File: config.mk
export PLATFORM = sky130hd
export DESIGN_NAME = ldst_agen_seq
export DESIGN_NICKNAME = d
export VERILOG_FILES = /design/src/rtl/ldst_pkg.sv /design/src/rtl/ldst_decode.sv /design/src/rtl/ldst_agen.sv /design/src/rtl/ldst_flags.sv /design/src/rtl/ldst_agen_seq.sv
export SDC_FILE = /design/constraint.sdc
export NUM_CORES = 1
export LEC_CHECK = 0
export ABC_AREA = 1
export BUFFER_PORTS_ARGS = -buffer_cell sky130_fd_sc_hd__buf_2
export CORE_AREA = 2 2 98 100
export CTS_CLUSTER_SIZE = 28
export DETAILED_ROUTE_END_ITERATION = 7
export DIE_AREA = 0 0 100 102
export PLACE_DENSITY = 0.72
export SLEW_MARGIN = 5
export SYNTH_ARGS = -nofsm -noshare
export SYNTH_HDL_FRONTEND = slang
export SYNTH_SLANG_ARGS = --single-unit
File: constraint.sdc
create_clock -name clk -period 1.9 [get_ports clk]
set_input_delay 0.38 -clock clk [delete_from_list [all_inputs] [get_ports clk]]
set_output_delay 0.38 -clock clk [all_outputs]
set_load 0.05 [all_outputs]
File: src/rtl/ldst_pkg.sv
package ldst_pkg;

    localparam int ILEN   = 16;
    localparam int OPC_W  = 4;
    localparam int RSEL_W = 3;
    localparam int OFFL_W = 9;
    localparam int OFFS_W = 6;

    localparam logic [OPC_W-1:0] OPC_LD_PC  = 4'b0010;
    localparam logic [OPC_W-1:0] OPC_ST_PC  = 4'b0011;
    localparam logic [OPC_W-1:0] OPC_LD_BAS = 4'b0110;
    localparam logic [OPC_W-1:0] OPC_ST_BAS = 4'b0111;
    localparam logic [OPC_W-1:0] OPC_LD_IND = 4'b1010;
    localparam logic [OPC_W-1:0] OPC_ST_IND = 4'b1011;
    localparam logic [OPC_W-1:0] OPC_ADDR   = 4'b1110;

    typedef enum logic [1:0] {
        SEQ_IDLE = 2'd0,
        SEQ_ACC  = 2'd1,
        SEQ_FIN  = 2'd2
    } seq_state_e;

    typedef struct packed {
        logic              legal;
        logic              is_store;
        logic              addr_only;
        logic              indirect;
        logic              base_mode;
        logic [RSEL_W-1:0] reg_sel;
        logic [RSEL_W-1:0] base_sel;
        logic [OFFL_W-1:0] off_long;
        logic [OFFS_W-1:0] off_short;
    } ldst_dec_t;

endpackage

File: src/rtl/ldst_decode.sv
module ldst_decode
    import ldst_pkg::*;
(
    input  logic [ILEN-1:0] instr,
    output ldst_dec_t       dec
);
    logic [OPC_W-1:0] opc;

    always_comb begin
        opc           = instr[ILEN-1 -: OPC_W];
        dec           = '0;
        dec.reg_sel   = instr[11:9];
        dec.base_sel  = instr[8:6];
        dec.off_long  = instr[OFFL_W-1:0];
        dec.off_short = instr[OFFS_W-1:0];
        unique case (opc)
            OPC_LD_PC:  dec.legal = 1'b1;
            OPC_ST_PC:  begin dec.legal = 1'b1; dec.is_store = 1'b1; end
            OPC_LD_BAS: begin dec.legal = 1'b1; dec.base_mode = 1'b1; end
            OPC_ST_BAS: begin dec.legal = 1'b1; dec.base_mode = 1'b1; dec.is_store = 1'b1; end
            OPC_LD_IND: begin dec.legal = 1'b1; dec.indirect = 1'b1; end
            OPC_ST_IND: begin dec.legal = 1'b1; dec.indirect = 1'b1; dec.is_store = 1'b1; end
            OPC_ADDR:   begin dec.legal = 1'b1; dec.addr_only = 1'b1; end
            default:    dec.legal = 1'b0;
        endcase
    end
endmodule

File: src/rtl/ldst_agen.sv
module ldst_agen
    import ldst_pkg::*;
#(
    parameter int DATA_W = 16
) (
    input  logic              base_mode,
    input  logic [DATA_W-1:0] pc,
    input  logic [DATA_W-1:0] base_val,
    input  logic [OFFL_W-1:0] off_long,
    input  logic [OFFS_W-1:0] off_short,
    output logic [DATA_W-1:0] eff_addr
);
    logic [DATA_W-1:0] opnd_a;
    logic [DATA_W-1:0] opnd_b;

    always_comb begin
        if (base_mode) begin
            opnd_a = base_val;
            opnd_b = {{(DATA_W-OFFS_W){off_short[OFFS_W-1]}}, off_short};
        end else begin
            opnd_a = pc;
            opnd_b = {{(DATA_W-OFFL_W){off_long[OFFL_W-1]}}, off_long};
        end
        eff_addr = opnd_a + opnd_b;
    end
endmodule

File: src/rtl/ldst_flags.sv
module ldst_flags #(
    parameter int DATA_W = 16
) (
    input  logic [DATA_W-1:0] value,
    output logic [2:0]        nzp
);
    always_comb begin
        if (value[DATA_W-1])      nzp = 3'b100;
        else if (value == '0)     nzp = 3'b010;
        else                      nzp = 3'b001;
    end
endmodule

File: src/rtl/ldst_agen_seq.sv
module ldst_agen_seq
    import ldst_pkg::*;
#(
    parameter int DATA_W = 16
) (
    input  logic                clk,
    input  logic                rst_n,
    input  logic                issue_valid,
    input  logic [ILEN-1:0]     issue_instr,
    input  logic [DATA_W-1:0]   issue_pc,
    output logic                busy,
    output logic [RSEL_W-1:0]   rf_base_sel,
    input  logic [DATA_W-1:0]   rf_base_data,
    output logic [RSEL_W-1:0]   rf_src_sel,
    input  logic [DATA_W-1:0]   rf_src_data,
    output logic                rf_we,
    output logic [RSEL_W-1:0]   rf_waddr,
    output logic [DATA_W-1:0]   rf_wdata,
    output logic                flag_we,
    output logic [2:0]          flag_nzp,
    output logic                mem_req,
    output logic                mem_we,
    output logic [DATA_W-1:0]   mem_addr,
    output logic [DATA_W-1:0]   mem_wdata,
    input  logic [DATA_W-1:0]   mem_rdata,
    input  logic                mem_ready,
    output logic                done
);
    typedef struct packed {
        seq_state_e        st;
        logic              ptr_phase;
        logic              is_store;
        logic              wr_reg;
        logic [RSEL_W-1:0] dst;
        logic [DATA_W-1:0] addr;
        logic [DATA_W-1:0] wdata;
        logic [DATA_W-1:0] result;
    } seq_regs_t;

    seq_regs_t         r_d, r_q;
    ldst_dec_t         dec;
    logic [DATA_W-1:0] eff_addr;

    ldst_decode u_dec (
        .instr (issue_instr),
        .dec   (dec)
    );

    ldst_agen #(.DATA_W(DATA_W)) u_agen (
        .base_mode (dec.base_mode),
        .pc        (issue_pc),
        .base_val  (rf_base_data),
        .off_long  (dec.off_long),
        .off_short (dec.off_short),
        .eff_addr  (eff_addr)
    );

    ldst_flags #(.DATA_W(DATA_W)) u_flags (
        .value (r_q.result),
        .nzp   (flag_nzp)
    );

    assign rf_base_sel = dec.base_sel;
    assign rf_src_sel  = dec.reg_sel;

    always_comb begin
        r_d = r_q;
        unique case (r_q.st)
            SEQ_IDLE: begin
                if (issue_valid && dec.legal) begin
                    r_d.dst       = dec.reg_sel;
                    r_d.addr      = eff_addr;
                    r_d.wdata     = rf_src_data;
                    r_d.is_store  = dec.is_store;
                    r_d.ptr_phase = dec.indirect;
                    r_d.wr_reg    = !dec.is_store;
                    if (dec.addr_only) begin
                        r_d.result = eff_addr;
                        r_d.st     = SEQ_FIN;
                    end else begin
                        r_d.st     = SEQ_ACC;
                    end
                end
            end
            SEQ_ACC: begin
                if (mem_ready) begin
                    if (r_q.ptr_phase) begin
                        r_d.addr      = mem_rdata;
                        r_d.ptr_phase = 1'b0;
                    end else begin
                        if (!r_q.is_store) r_d.result = mem_rdata;
                        r_d.st = SEQ_FIN;
                    end
                end
            end
            SEQ_FIN: begin
                r_d.st = SEQ_IDLE;
            end
            default: r_d.st = SEQ_IDLE;
        endcase
    end

    always_ff @(posedge clk or negedge rst_n) begin
        if (!rst_n) begin
            r_q <= '{st: SEQ_IDLE, default: '0};
        end else begin
            r_q <= r_d;
        end
    end

    assign busy      = (r_q.st != SEQ_IDLE);
    assign mem_req   = (r_q.st == SEQ_ACC);
    assign mem_we    = r_q.is_store && !r_q.ptr_phase;
    assign mem_addr  = r_q.addr;
    assign mem_wdata = r_q.wdata;
    assign done      = (r_q.st == SEQ_FIN);
    assign rf_we     = done && r_q.wr_reg;
    assign flag_we   = done && r_q.wr_reg;
    assign rf_waddr  = r_q.dst;
    assign rf_wdata  = r_q.result;

endmodule

### Word level (Yosys, flattened, before mapping)

Cells that the tools add are included.
Widths: inputs -> output; s select.

| operators by class | value |
|---|---|
| $add $sub $neg | 1 |
| equality and inequality tests | 15 |
| muxes and demuxes | 23 |
| reductions and logical operators | 18 |

Operators with widths:

| operator | count |
|---|---|
| $mux 16 | 8 |
| $pmux 16 s2 | 2 |
| $mux 56 | 1 |
| $add 16x16->16 | 1 |
| $logic_not 16->1 | 1 |
| $eq 4x4->1 const B | 3 |
| $eq 4x2->1 const B | 2 |
| $eq 4x3->1 const B | 2 |
| $ne 2x2->1 const B | 4 |
| $reduce_or 7->1 | 1 |
| $mux 2 | 3 |
| $mux 3 | 2 |
| $reduce_and 3->1 | 2 |
| $reduce_and 6->1 | 1 |
| $mux 1 | 5 |
| $ne 2x1->1 const B | 2 |
| $pmux 2 s2 | 1 |
| $reduce_and 4->1 | 1 |
| $reduce_bool 2->1 | 2 |
| $reduce_or 2->1 | 2 |
| $logic_and 1x1->1 | 3 |
| $reduce_or 3->1 | 1 |
| $eq 2x1->1 const B | 1 |
| $eq 2x2->1 const B | 1 |
| other kinds (4) | 5 |

| word-level totals | value |
|---|---|
| flip-flop bits (word level) | 56 |
| output and inout bits | 66 |
| logic and storage cells | 65 |

### Longest topological paths before layout

| logic depth | value |
|---|---|
| word-level depth | 8 |
| gate-level depth with buffers | 22 |
| depth with buffers taken out | 20 |

### Cells and area by module

Synthesis repeated with hierarchy kept, for this count alone.

| second synthesis, totals | value |
|---|---|
| cell total of the unflattened synthesis | 668 |
| area total of the unflattened synthesis | 4529.3 um^2 |

By module, submodules not included:

| module | times used | cells each | area an instance (um^2) |
|---|---|---|---|
| ldst_agen_seq | 1 | 399 | 3030.4 |
| ldst_agen | 1 | 219 | 1223.7 |
| ldst_decode | 1 | 33 | 203.9 |
| ldst_flags | 1 | 17 | 71.3 |

### Least setup slack after synthesis

No wires, ideal clock.

| timing path | value |
|---|---|
| path kind | input -> register |
| from | input issue_instr[13] |
| to | register r_q, in the netlist mem_addr[14] |
| setup time | 0.117 ns |
| arrival | 2.638 ns |
| required time | 1.783 ns |
| path slack | -0.855 ns |
| stages | 22 |
| buffers on the path | 2 |
| path through | buf_4 > nand2_1 > nor2_4 > clkbuf_1 > nand2_1 > nand2_1 > ha_1 > inv_1 > fa_1 > nand3b_1 > nand2_1 > nand2_1 > nand2_1 > nand3_1 > nand2_2 > nand2_1 > nand2_1 > nand2_1 > nand3_1 > nand2_1 > nand2_1 > nand2_1 |

| on the way | value |
|---|---|
| word-level cells in the longest chain between the ends | 7 |
| elaborated cells on any way between the ends | 19 |
| classes of those cells | 1 x add/sub; 8 x eq/ne; 6 x mux; 4 x reduce/logical |

Ends and longest elaborated chain:

| what | line | source |
|---|---|---|
| start: declaration | ldst_agen_seq.sv:9 | `input logic [ILEN-1:0] issue_instr,` |
| $eq 4x3->1 | ldst_decode.sv:16 | `unique case (opc)` |
| $reduce_or 2->1 (no source line) | n/a |  |
| $mux 1 | ldst_decode.sv:16 |  |
| $mux 16 | ldst_agen.sv:17 | `if (base_mode) begin` |
| $add 16x16->16 | ldst_agen.sv:24 | `eff_addr = opnd_a + opnd_b;` |
| $mux 56 | ldst_agen_seq.sv:70 | `if (issue_valid && dec.legal) begin` |
| $pmux 16 s2 | ldst_agen_seq.sv:68 | `unique case (r_q.st)` |
| end signal: assignment | ldst_agen_seq.sv:107 | `r_q <= r_d;` |
| end: declaration | ldst_agen_seq.sv:40 | `seq_regs_t r_d, r_q;` |

Parallel ways exist; a longest one is shown, timed or not. The select of a mux whose other input is x is not followed.
A chain may end at the register's enable or synchronous reset.

### Worst setup path after layout

| timing path | value |
|---|---|
| from | input issue_instr[14] |
| to | register r_q, in the netlist mem_addr[8] |

Same word-level chain as after synthesis.

==> key figures <==
Synth
  – Yosys top cell by area: dfrtp_1
  – Mean Syn Cell Area: between 6 and 7 µm²
  – Most frequent cell after synthesis: nand2_1
  – Largest cells by area after synthesis: dfrtp_1 (35%), nand2_1 (26%), buf_4 (11%), ha_1 (5.3%), inv_1 (3.1%)
  – Ys flop type: dfrtp_1
  – Sequential share of the synthesized area: around a third
  – Distinct cells, synth: between 40 and 50
  – FFs w/ async S/R, synth: 100%
  – Synth top area share: between 30% and 40%
  – Post-synth EDFFs: 0
  – Post-Syn Area: about 4000 µm²
  – Commonest cells post-synth: nand2_1 (278), buf_4 (61), dfrtp_1 (56)
  – Flops & latches, synth: 56
  – Post-synthesis cell count: 571
  – Syn nets: 673
  – YS warnings: 0

Status
  – Failing checks: setup timing
  – Status: finished with violations

Critical path
  – Slowest cell on the critical path: ha_4
  – Critical Path AT: about 2.4 ns
  – CP startpoint kind: input port
  – Worst R2R Start: r_q[54]
  – R2R setup slack: 0.28 ns
  – CP Data Required Time: 2.10 ns
  – R2R cell count: 9
  – Worst Path Max Fanout: 4
  – Critical-path cell list: buf_8 > nand2_4 > nor2_4 > buf_6 > buf_4 > nand2_4 > o21ai_2 > inv_2 > ha_4 > nand2_2 > inv_2 > a21oi_2 > nand2_2 > buf_4 > or2_4 > a32o_2 > nand2_1 > nand2_1
  – R2R Path End: rf_wdata[12]
  – CP Capture Type: flop
  – CP peak stage delay: between 0.2 and 0.3 ns
  – Critical path class: in -> reg

Route
  – DRT Pass-1 Iters: 4
  – DRC Markers: 0
  – Via Count: around 3900
  – DR WL/cell: 13.1 µm
  – DR vias/cell: 4.75
  – Routed Antenna Nets: 0
  – Number of DRC markers in iteration 0: around 140
  – Final WL: 10.9 mm

Global routing
  – GRT Residual Overflow: 0
  – Largest net degree at the start of global routing: 57
  – Global-route wire length before repair: about 17 mm
  – Vias in the first global route: ~3700
  – GR Util All Layers: about a fifth
  – Initial antenna violation count: 0

Min path
  – HP Class: in -> async

Floorplanning
  – Ports: 150
  – Core area: just over 9000 µm²
  – Die Ht: about 100 µm
  – Core Rows: 35
  – Die Wd: 100 µm
  – Die area: between 10000 and 15000 µm²
  – Starting density of the core: between 40% and 50%

Timing
  – Fin crit share: 115%
  – RSZ-0062 raised after global routing: true
  – Final setup fails: 26
  – Fin. max-slew vios: 0
  – WHS: 0.0428 ns
  – Peak Freq: approximately 460 MHz
  – Period minus WS final: around 2.2 ns
  – Max-slew headroom: 76.3%
  – Clk_skew: 0.00731 ns
  – Final WS setup: -0.294 ns
  – Slew @ Worst Pin: approximately 0.36 ns
  – Fin. Hold Viols: 0

Place
  – Placed cells: around 810
  – Placed cell areas: around 4900 µm²
  – Count of input and output buffers: between 100 and 150
  – Post-DP HPWL: ~8.6 mm
  – Placer congestion estimate: 0.878

Job
  – Max-Cap Viols: 0

Cells and area
  – Final instance area: between 5000 and 6000 µm²
  – Area Overhead vs Synth: 39.2%
  – Layout Cells excl Fill: 831
  – N_diodes: 0
  – Layout cell share with drive strength beyond 1: a little under half
  – Nets: 821
  – # fillers: 828

CTS
  – Htree depth: 2
  – Maximum clock path buffer count: 2
  – Num CTS Buffers: 5
  – Clock Sinks: 56
  – Reg clk slew, reported paths: about 0.09 ns
  – Clock Root Buffer: clkbuf_8
  – CTS tree: built
  – Skew-Pair Late Insertion Delay: around 0.30 ns

Power
  – Power per cell area: roughly 1400 nW/µm²
  – Maximum VDD drop: 602 µV
  – Overall power: 7.62 mW
  – Leakage power: around 3.2 nW
[cell families (layout without fill, tap and decap cells)]
group / after synthesis / count (layout) / synth area share (%)
and+or+nand+nor: 336 / 337 / 34.6
buffers and inverters: 116 / 264 / 17.2
DFF: 56 / 56 / 35.1
AOI/OAI and AO/OA: 40 / 40 / 6.23
adders and majority gates: 18 / 18 / 5.83
xor gates and xnor gates: 5 / 5 / 1.10
[per-layer routing]
metal | global-route usage [%] | share of wire, % | vias up | routed length (µm)
li1 | - | - | 2007 | -
met1 | 27.1 | 44 | 1829 | 4770
met2 | 37.8 | 51 | 102 | 5570
met3 | 2.05 | 3.8 | 9 | 418
met4 | 4.85 | 1.2 | 0 | 127
met5 | 0 | 0 | - | 0
[final cells by class]
class | instances | area, µm² | area share (%)
Clock inverter | 1 | 30.0 | 0.540
Multi-Input combinational cell | 400 | 2410 | 43.4
Timing Repair Buffer | 214 | 1320 | 23.8
Clock buffer | 7 | 96.3 | 1.73
Inverter | 42 | 158 | 2.83
Tap cell | 111 | 139 | 2.50
Sequential cell | 56 | 1400 | 25.2
[what timing repair did]
item,4_1_cts,5_1_grt
cloned,1,0
setup buffers,4,9
gates resized for setup,53,43
endpoints found under the setup margin,29,30
pin swaps,20,38
hold buffers,0,0
[worst max-delay path: cells and delay by family]
kind                       cells  cell delay [ns]
and+or+nand+nor                8             0.74
AOI/OAI and AO/OA              3             0.45
buffers and inverters          6             0.55
adders and majority gates      1             0.26
[metrics by stage]
step	setup TNS [ns]	setup slack, ns	utilization [%]
finish	-5.24	-0.294	61.1
global route	-8.42	-0.429	61.1
CTS	-3.93	-0.248	58.8
detailed placement	-15.38	-0.694	54.2
global placement	-13.11	-0.593	54.2
floorplan	-8.61	-0.604	-
[report_power, final]
| group | switching, mW | total, mW | internal [mW] |
|---|---|---|---|
| combinational | 3.40 | 4.77 | 1.37 |
| clock | 0.374 | 0.839 | 0.466 |
| sequential | 0.335 | 2.01 | 1.68 |
[flip-flops by register name, indices dropped and copies added, names as in the netlist]
signal / count
rf_wdata: 16
mem_addr: 16
rf_waddr: 3
mem_wdata: 16
r_q: 5
[cells in the final DEF, fill, tap and decap left out, types with 2 or more instances in the layout]
cell type and count:
nand2_1 244, buf_2 143, buf_4 57, dfrtp_1 55, nand2_2 33, inv_1 28
ha_4 16, inv_2 14, nor2_1 13, nand3_1 11, o21ai_2 10, buf_6 10
nand2_4 7, a21oi_2 7, clkbuf_8 7, o21ai_0 5, nor2_2 4, o21ai_1 4
nand4_1 4, nand3_2 4, nor4_2 3, a21oi_1 3, buf_8 3, nor2_4 2
nand3b_1 2, a21oi_4 2, xor2_1 2, a32o_2 2
[how the worst max path moves through the flow]
stage | startpoint | to | cells after the start | slack [ns]
detailed placement | issue_instr[15] | mem_addr[12] | 19 | -0.69
finish | issue_instr[14] | mem_addr[8] | 18 | -0.29
global placement | issue_instr[15] | rf_wdata[14] | 19 | -0.59
floorplan | issue_instr[13] | mem_addr[14] | 22 | -0.60
global route | issue_instr[14] | mem_addr[15] | 20 | -0.43
CTS | issue_instr[14] | rf_wdata[14] | 21 | -0.25
Note: power is estimated with default switching activity, not from simulation.
